===== config.mk =====
export PLATFORM = sky130hd
export DESIGN_NAME = serial_digit_timer
export DESIGN_NICKNAME = d
export VERILOG_FILES = /design/src/rtl/serial_digit_timer.sv
export SDC_FILE = /design/constraint.sdc
export NUM_CORES = 1
export LEC_CHECK = 0
export BUFFER_PORTS_ARGS = -buffer_cell sky130_fd_sc_hd__buf_2
export CORE_MARGIN = 2
export CORE_UTILIZATION = 44
export CTS_CLUSTER_DIAMETER = 50
export CTS_CLUSTER_SIZE = 14
export DETAILED_ROUTE_END_ITERATION = 7
export GPL_TIMING_DRIVEN = 0
export PLACE_DENSITY = 0.7
export SLEW_MARGIN = 20
export SYNTH_ARGS = -nofsm -noshare
export SYNTH_HDL_FRONTEND = slang
export SYNTH_SLANG_ARGS = --single-unit

===== constraint.sdc =====
create_clock -name clk -period 1.3 [get_ports clk]
set_input_delay 0.065 -clock clk [delete_from_list [all_inputs] [get_ports clk]]
set_output_delay 0.065 -clock clk [all_outputs]
set_load 0.01 [all_outputs]

===== src/rtl/serial_digit_timer.sv =====
module serial_digit_timer #(
  parameter int PHASES = 3,
  parameter int BITS   = 4,
  parameter int DIGITS = 16,
  parameter int TRIG_A = 0,
  parameter int TRIG_B = 2
) (
  input  logic              clk,
  input  logic              rst,
  output logic [PHASES-1:0] phase_o,
  output logic [BITS-1:0]   bit_o,
  output logic [DIGITS-1:0] digit_o,
  output logic              digit_trig_o,
  output logic              cycle_end_o
);
  localparam int PHW = (PHASES > 1) ? $clog2(PHASES) : 1;

  logic [PHW-1:0] ph_q;
  logic           last_ph;
  logic           bit_wrap;

  assign last_ph  = (ph_q == PHW'(PHASES - 1));
  assign bit_wrap = last_ph & bit_o[BITS-1];

  always_ff @(posedge clk) begin
    if (rst) begin
      ph_q    <= '0;
      bit_o   <= BITS'(1);
      digit_o <= DIGITS'(1);
    end else begin
      ph_q <= last_ph ? '0 : ph_q + 1'b1;
      if (last_ph)
        bit_o <= {bit_o[BITS-2:0], bit_o[BITS-1]};
      if (bit_wrap)
        digit_o <= {digit_o[DIGITS-2:0], digit_o[DIGITS-1]};
    end
  end

  for (genvar i = 0; i < PHASES; i++) begin : g_phase
    assign phase_o[i] = (ph_q == PHW'(i));
    p_phase_next_r1: assert property (@(posedge clk) disable iff (rst)
      phase_o[i] |=> phase_o[(i + 1) % PHASES]);
  end

  assign digit_trig_o = bit_o[TRIG_A] | bit_o[TRIG_B];
  assign cycle_end_o  = digit_o[DIGITS-1] & bit_o[BITS-1];

  p_phase_one_r1: assert property (@(posedge clk) disable iff (rst)
    $countones(phase_o) == 1);
  p_bit_hold_r2: assert property (@(posedge clk) disable iff (rst)
    !phase_o[PHASES-1] |=> $stable(bit_o));
  p_bit_step_r2: assert property (@(posedge clk) disable iff (rst)
    phase_o[PHASES-1] |=> bit_o == {$past(bit_o[BITS-2:0]), $past(bit_o[BITS-1])});
  p_digit_hold_r3: assert property (@(posedge clk) disable iff (rst)
    !(phase_o[PHASES-1] && bit_o[BITS-1]) |=> $stable(digit_o));
  p_trig_start_r4: assert property (@(posedge clk) disable iff (rst)
    $rose(digit_trig_o) |-> phase_o[0]);
  p_end_start_r5: assert property (@(posedge clk) disable iff (rst)
    $rose(cycle_end_o) |-> phase_o[0] && $past(digit_o[DIGITS-1]));
  p_end_wrap_r3: assert property (@(posedge clk) disable iff (rst)
    cycle_end_o && phase_o[PHASES-1] |=> digit_o[0] && bit_o[0] && !cycle_end_o);
  p_one_bit_r7: assert property (@(posedge clk) disable iff (rst)
    $countones(bit_o) == 1);
  p_one_digit_r7: assert property (@(posedge clk) disable iff (rst)
    $countones(digit_o) == 1);
endmodule


# [After elaboration in Yosys (flattened, before gate mapping)]
# Cells that the tools add are included.
[op_classes] add_sub_neg=1 n_mul=0 n_div=0 order_cmp=0 eq_ne=2 shifts=0 n_mux=0 bitwise_logic=3 n_reduce_logical=2
[op_table] cell="$add A2 B1 Y2 const B" n=1
[op_table] cell="$and A1 B1 Y1" n=2
[op_table] cell="$eq A2 B1 Y1 const B" n=1
[op_table] cell="$eq A2 B2 Y1 const B" n=1
[op_table] cell="$logic_not A2 Y1" n=1
[op_table] cell="$reduce_or A2 Y1" n=1
[op_table] cell="$or A1 B1 Y1" n=1
[totals] ff_bits=22 latch_bits=0 mem_bits_rw=0 rom_bits=0 in_bits=2 out_inout_bits=25 elab_cells=11 mem_count=0

# [Longest topological paths before layout]
# Gate-level depths: netlist of the first run.
[logic_depth] word_depth=2 mapped_depth=7 depth_no_buf=4

# [Worst setup path after synthesis of the first run]
# OpenSTA, ideal clock, no wires.
[synth_path] path_kind="flip-flop to flip-flop" startpoint="reg ph_q[0]" endpoint="reg digit_o[2]" setup_time_ns=0.119 arrival_time_ns=1.231 required_ns=1.181 slack_ns=-0.051 path_stages_with_launch=8 path_buffers=3 period_less_slack_ns=1.351 cell_sequence="dfxtp_1 -> inv_1 -> ha_1 -> buf_6 -> and2_4 -> buf_6 -> buf_12 -> mux2i_1"
[synth_between] elab_chain_cells=2
[synth_rtl] item="start, declared" line_no="18" source="logic [PHW-1:0] ph_q;"
[synth_rtl] item="start signal, assigned" line_no="31" source="ph_q <= last_ph ? '0 : ph_q + 1'b1;"
[synth_rtl] item="$eq A2 B2 Y1" line_no="22" source="assign last_ph = (ph_q == PHW'(PHASES - 1));"
[synth_rtl] item="$and A1 B1 Y1" line_no="23" source="assign bit_wrap = last_ph & bit_o[BITS-1];"
[synth_rtl] item="end signal, assigned" line_no="35" source="digit_o <= {digit_o[DIGITS-2:0], digit_o[DIGITS-1]};"
[synth_rtl] item="end, declared" line_no="12" source="output logic [DIGITS-1:0] digit_o,"
# Every way passes these cells.
# A chain may end at the register's enable or synchronous reset.

# [Final worst setup path of the first run]
[layout_path] startpoint="reg ph_q[0]" endpoint="reg digit_o[10]"
# The elaborated chain is that of the path after synthesis.

==> results of run 1 <==
==> state kept, by name (all words and copies together), names as in the netlist <==
signal and flops:
bit_o 4, ph_q 2, digit_o 16
==> cell usage after synthesis, types with 2 or more instances <==
library cell	number	area [µm²]
inv_1	3	11.26
buf_6	2	22.52
dfxtp_1	22	440.4
a211o_1	2	17.52
ha_1	4	50.05
mux2i_1	17	170.2
nor2_1	3	11.26
clkbuf_1	2	7.510
nand2b_1	15	93.84
==> critical path, cell delays in order (launching register included) <==
cell,delay [ps]
dfxtp_2,340
inv_2,80
ha_4,140
and2_4,170
bufbuf_16,260
mux2i_1,160
==> final cells by class <==
cell class,instances,area [µm²],area share (%)
sequential,22,442.9,37.15
inverter,3,11.26,0.9444
timing repair buffer,34,231.5,19.41
buffer,4,35.03,2.938
clock buffer,3,22.52,1.889
multi-input combinational,50,415.4,34.84
tap,27,33.78,2.833
==> cells by family after synthesis <==
group	after synthesis	share of synthesized area [%]
buffers and inverters	9	7.566
AO/OA/AOI/OAI	3	2.476
AND/OR/NAND/NOR	26	17.33
multiplexers	17	18.71
adder cells (fa/ha/maj)	4	5.502
flip-flops	22	48.42
==> worst paths after layout <==
check | depth (start not counted) | startpoint | end | slack (ps)
max | 5 | ph_q[0] | digit_o[10] | 90
min | 3 | rst | digit_o[1] | 110
max reg2reg | 5 | ph_q[0] | digit_o[10] | 90
min reg2reg | 2 | digit_o[7] | digit_o[8] | 510
==> per-stage QoR <==
stage / hold slack [ps] / utilization (%)
global route: 111.7 / 60.78
detailed placement: 426.7 / 54.91
global placement: 421.7 / 54.91
CTS: 97.96 / 60.08
finish: 109.3 / 60.78
floorplan: 262.9 / -
==> timing repair <==
action	in CTS	in global routing
resized for setup	3	1
pin swaps	0	1
setup endpoints to repair	11	12
setup buffers	4	3
gates cloned	1	0
endpoints found under the hold margin	0	0
==> where the power goes <==
part	total [mW]	internal, mW	switching, mW
combinational	0.199	0.106	0.0926
sequential	0.722	0.701	0.0213
clock	0.295	0.108	0.187
total	1.22	0.915	0.301
==> routing by layer <==
layer | track usage (%) | part of all wire, %
met3 | 3.030 | 5.9
met1 | 17.47 | 46
met5 | 0 | 0
met2 | 25.45 | 48
met4 | 8.333 | 0.69
==> metrics.csv, run 1 <==
stage;metric;value;unit
logic_synthesis;Syn. warnings;0;
clocking;clk sinks;22;
sta;skew final;3.255;ps
logic_synthesis;Post-synth EDFFs;0;
clocking;clock transition at the registers of the reported paths;110;ps
logic_synthesis;syn avg cell area;11.23;µm²
layout;number of diodes;0;
global_route;largest net degree at the start of global routing;12;
logic_synthesis;Mapped Nets;87;
logic_synthesis;Post-Syn Area;909.6;µm²
sta;achievable frequency;824.6;MHz
layout;area grow syn2layout;31.09;%
clocking;Clock Tree Buf Depth;2;
logic_synthesis;Syn Inst Count;81;
critical_path;critical setup path kind;register to register;
routing;# DRC;0;
critical_path;crit path DAT;1450;ps
place;Area after DPL;0.001077;mm²
sta;Pins Over Slew Limit;0;
routing;Vias;671;
logic_synthesis;sequential share of the synthesized area;48.42;%
layout;fillers;198;
sta;Slew @ Worst Pin;373.9;ps
floorplanning;Die Span X;49.47;µm
global_route;first-pass GRT wire length;2794;µm
power_and_ir_drop;pwr dens;1020;mW/mm²
power_and_ir_drop;Total Power;1.216;mW
floorplanning;core area;0.001962;mm²
layout;fin cells;143;
place;Place WS;-47.57;ps
clocking;clk root buf;clkbuf_4;
sta;final worst slack;87.32;ps
clocking;CTS tree;built;
sta;Final Hold Viols;0;
layout;most common cell after layout, fill and taps aside;buf_2;
sta;final worst-path cycle share;93.28;%
routing;Via-to-Cell Ratio;4.692;
global_route;number of global-route vias before repair;650;
layout;Layout Nets;124;
logic_synthesis;Synth Register Bits;22;
global_route;initial antenna violation count;0;
flow_run;max-cap violation count;0;
global_route;Total Routing Usage GR;14.94;%
logic_synthesis;count of cell types in the netlist;20;
power_and_ir_drop;IR drop worst, VDD;0.6348;mV
clocking;H-tree levels;1;
sta;setup_tns;0;ps
logic_synthesis;async set-reset flop share out of synthesis;0;%
routing;routed wire length;1585;µm
worst_hold_path;Hold Path Class;input pin to register;
sta;Final min period;1213;ps
place;GPL Wtd Cong;0.7037;
clocking;CTS hold repair buffers;0;
floorplanning;Die Y;49.47;µm
global_route;total grt overflow;0;
routing;initial DRC count;4;
clocking;Skew-Pair Late Insertion Delay;300;ps
layout;commonest cells after routing, fill and taps aside;buf_2, dfxtp_1, mux2i_1;
place;Final HPWL DP;1091;µm
place;I/O Buffers;26;
critical_path;Worst setup SP type;register;
layout;post-route cell area;0.001192;mm²
critical_path;Setup crit end kind;register;
clocking;TritonCTS Buffers;3;
sta;Final Setup Violations;0;
floorplanning;Initial Util;46.36;%
floorplanning;# IOs;27;
routing;DRT Pass-1 Iters;4;
logic_synthesis;Primary FF master, synth;dfxtp_1;
sta;max-slew headroom at the worst pin;75.08;%
floorplanning;die area;0.002447;mm²
place;# placed instances;134;
routing;WL/cell;11.08;µm
floorplanning;FP Rows;16;
layout;fraction of layout cells with a size suffix above 1;39.66;%
routing;ANT nets after route;0;
critical_path;Data required, critical path;1530;ps
power_and_ir_drop;LEAKAGE;0.5275;nW
status;status;completed;
critical_path;Crit Path Max Fanout;5;
sta;RSZ-0062 raised after global routing;false;
Power figures use the tool's default switching activity.
==> inputs of run 2 (changes only) <==
--- a/config.mk
+++ b/config.mk
@@ -8,10 +8,10 @@
 export BUFFER_PORTS_ARGS = -buffer_cell sky130_fd_sc_hd__buf_2
 export CORE_MARGIN = 2
 export CORE_UTILIZATION = 44
+export CTS_BUF_LIST = sky130_fd_sc_hd__clkbuf_16
 export CTS_CLUSTER_DIAMETER = 50
 export CTS_CLUSTER_SIZE = 14
 export DETAILED_ROUTE_END_ITERATION = 7
-export GPL_TIMING_DRIVEN = 0
 export PLACE_DENSITY = 0.7
 export SLEW_MARGIN = 20
 export SYNTH_ARGS = -nofsm -noshare
==> metrics.csv, run 2 (synthesis results as in run 1) <==
stage;metric;value;unit
layout;fraction of layout cells with a size suffix above 1;33.64;%
sta;RSZ-0062 raised after global routing;false;
critical_path;critical setup path kind;register to register;
power_and_ir_drop;IR drop worst, VDD;0.8730;mV
floorplanning;core area;0.001962;mm²
global_route;Total Routing Usage GR;14.03;%
critical_path;Crit-path slowest cell;dfxtp_2;
routing;initial DRC count;9;
sta;Final min period;1193;ps
routing;WL/cell;11.59;µm
status;status;completed;
place;# placed instances;129;
clocking;clk root buf;clkbuf_16;
global_route;total grt overflow;0;
critical_path;crit path DAT;1330;ps
power_and_ir_drop;LEAKAGE;0.4898;nW
critical_path;Worst setup SP type;register;
clocking;H-tree levels;1;
clocking;clock transition at the registers of the reported paths;50;ps
critical_path;Crit Path Max Fanout;7;
layout;fin cells;134;
sta;setup_tns;0;ps
layout;number of diodes;0;
power_and_ir_drop;Seq pwr share;47.4;%
clocking;clk sinks;22;
floorplanning;die area;0.002447;mm²
routing;Via-to-Cell Ratio;4.806;
sta;max-slew headroom at the worst pin;78.85;%
sta;skew final;1.287;ps
clocking;Clock Tree Buf Depth;2;
layout;Layout Nets;114;
sta;Final Setup Violations;0;
floorplanning;Die Y;49.47;µm
power_and_ir_drop;net switching power;0.3303;mW
layout;most common cell after layout, fill and taps aside;buf_2;
clocking;CTS tree;built;
routing;Vias;644;
critical_path;Setup crit end kind;register;
global_route;initial antenna violation count;0;
place;GPL Wtd Cong;0.6975;
routing;DRT Pass-1 Iters;4;
routing;ANT nets after route;0;
power_and_ir_drop;Int Pwr;1.189;mW
layout;area of the multi-input gates;411.6;µm²
layout;area grow syn2layout;22.56;%
worst_hold_path;Worst Hold Launch;rst;
sta;Hold WS;183.2;ps
place;I/O Buffers;26;
critical_path;worst r2r src;ph_q[0];
critical_path;CP Cell Sequence;inv_2, ha_2, nand2_1, a211o_1;
floorplanning;# IOs;27;
layout;fillers;196;
layout;commonest cells after routing, fill and taps aside;buf_2, dfxtp_1, mux2i_1;
power_and_ir_drop;combinational share of power;10.6;%
flow_run;max-cap violation count;0;
clocking;Skew-Pair Late Insertion Delay;250;ps
critical_path;crit-path leading delay family;flip-flops;
sta;final worst-path cycle share;91.77;%
clocking;buffer count from post-CTS setup fixing;0;
clocking;CTS resizes;0;
power_and_ir_drop;Switching Share;21.74;%
sta;Pins Over Slew Limit;0;
global_route;largest net degree at the start of global routing;24;
floorplanning;FP Rows;16;
sta;Final Hold Viols;0;
layout;max reg flops;16;
place;Final HPWL DP;1120;µm
floorplanning;Die Span X;49.47;µm
routing;routed wire length;1553;µm
power_and_ir_drop;Clock power frac;42.0;%
layout;Reg with most FFs;digit_o;
global_route;first-pass GRT wire length;2608;µm
critical_path;crit path from;ph_q[0];
routing;# DRC;0;
layout;Top Registers;digit_o: 16 flops, bit_o: 4 flops, ph_q: 2 flops;
worst_hold_path;Hold Path Class;input pin to register;
power_and_ir_drop;pwr dens;1363;mW/mm²
critical_path;WP buf/inv;1;
clocking;TritonCTS Buffers;3;
layout;Seq. cell area;441.7;µm²
global_route;number of global-route vias before repair;613;
sta;achievable frequency;838.2;MHz
floorplanning;Initial Util;46.36;%
layout;Final Core Density;56.82;%
critical_path;Worst path max stage delay;330;ps
critical_path;Data required, critical path;1440;ps
sta;Slew @ Worst Pin;317.2;ps
clocking;CTS hold repair buffers;0;
[run 2: cell types whose count changed in the layout (fill, tap and decap cells not counted), moves of 2 or more]
| cell | delta |
|---|---|
| clkbuf_1 | -2 |
| buf_4 | -5 |
| clkbuf_16 | +3 |
| clkbuf_4 | -3 |
| buf_12 | -2 |
[run 2: final cells by class]
cell class,instances,area share (%)
multi-input cells,51,36.92
repair buffers,27,12.35
flip-flops and latches,22,39.62
clock buffers,3,6.734
clock inverters,1,0.3367
well taps,27,3.030
inverters,3,1.010
[run 2: power by group through the flow]
stage | Sequential, mW | Clock, mW | Combinational [mW]
floorplan | 0.737 | 0 | 0.122
global placement | 0.733 | 0 | 0.159
detailed placement | 0.736 | 0 | 0.162
CTS | 0.721 | 0.650 | 0.162
global route | 0.724 | 0.676 | 0.181
finish | 0.720 | 0.638 | 0.161
[run 2: metal layers]
| layer | vias to the layer above | track usage [%] | part of all wire [%] |
|---|---|---|---|
| met2 | 20 | 25.00 | 50 |
| met1 | 303 | 14.75 | 42 |
| met4 | 0 | 5.556 | 1.2 |
| met3 | 3 | 5.455 | 6.8 |
| met5 | - | 0 | 0 |
| li1 | 318 | - | - |
[run 2: worst paths after layout]
check / end / slack [ps] / depth (start not counted)
max reg2reg: digit_o[0] / 110 / 4
min: bit_o[1] / 180 / 2
min reg2reg: ph_q[0] / 440 / 1
max: digit_o[0] / 110 / 4
[run 2: per-stage QoR]
stage | setup slack, ps | total power, mW | area (µm²)
after floorplan | 13.18 | 0.8591 | 913.4
after global placement | 126.8 | 0.8917 | 1027
after detailed placement | 83.31 | 0.8977 | 1027
after CTS | 77.83 | 1.533 | 1106
after global routing | 21.91 | 1.580 | 1115
final | 107.0 | 1.519 | 1115
[run 2: worst register-to-register path: stages, from the launching register on]
cell,delay (ps)
dfxtp_2,330
inv_2,70
ha_2,230
nand2_1,130
a211o_1,320
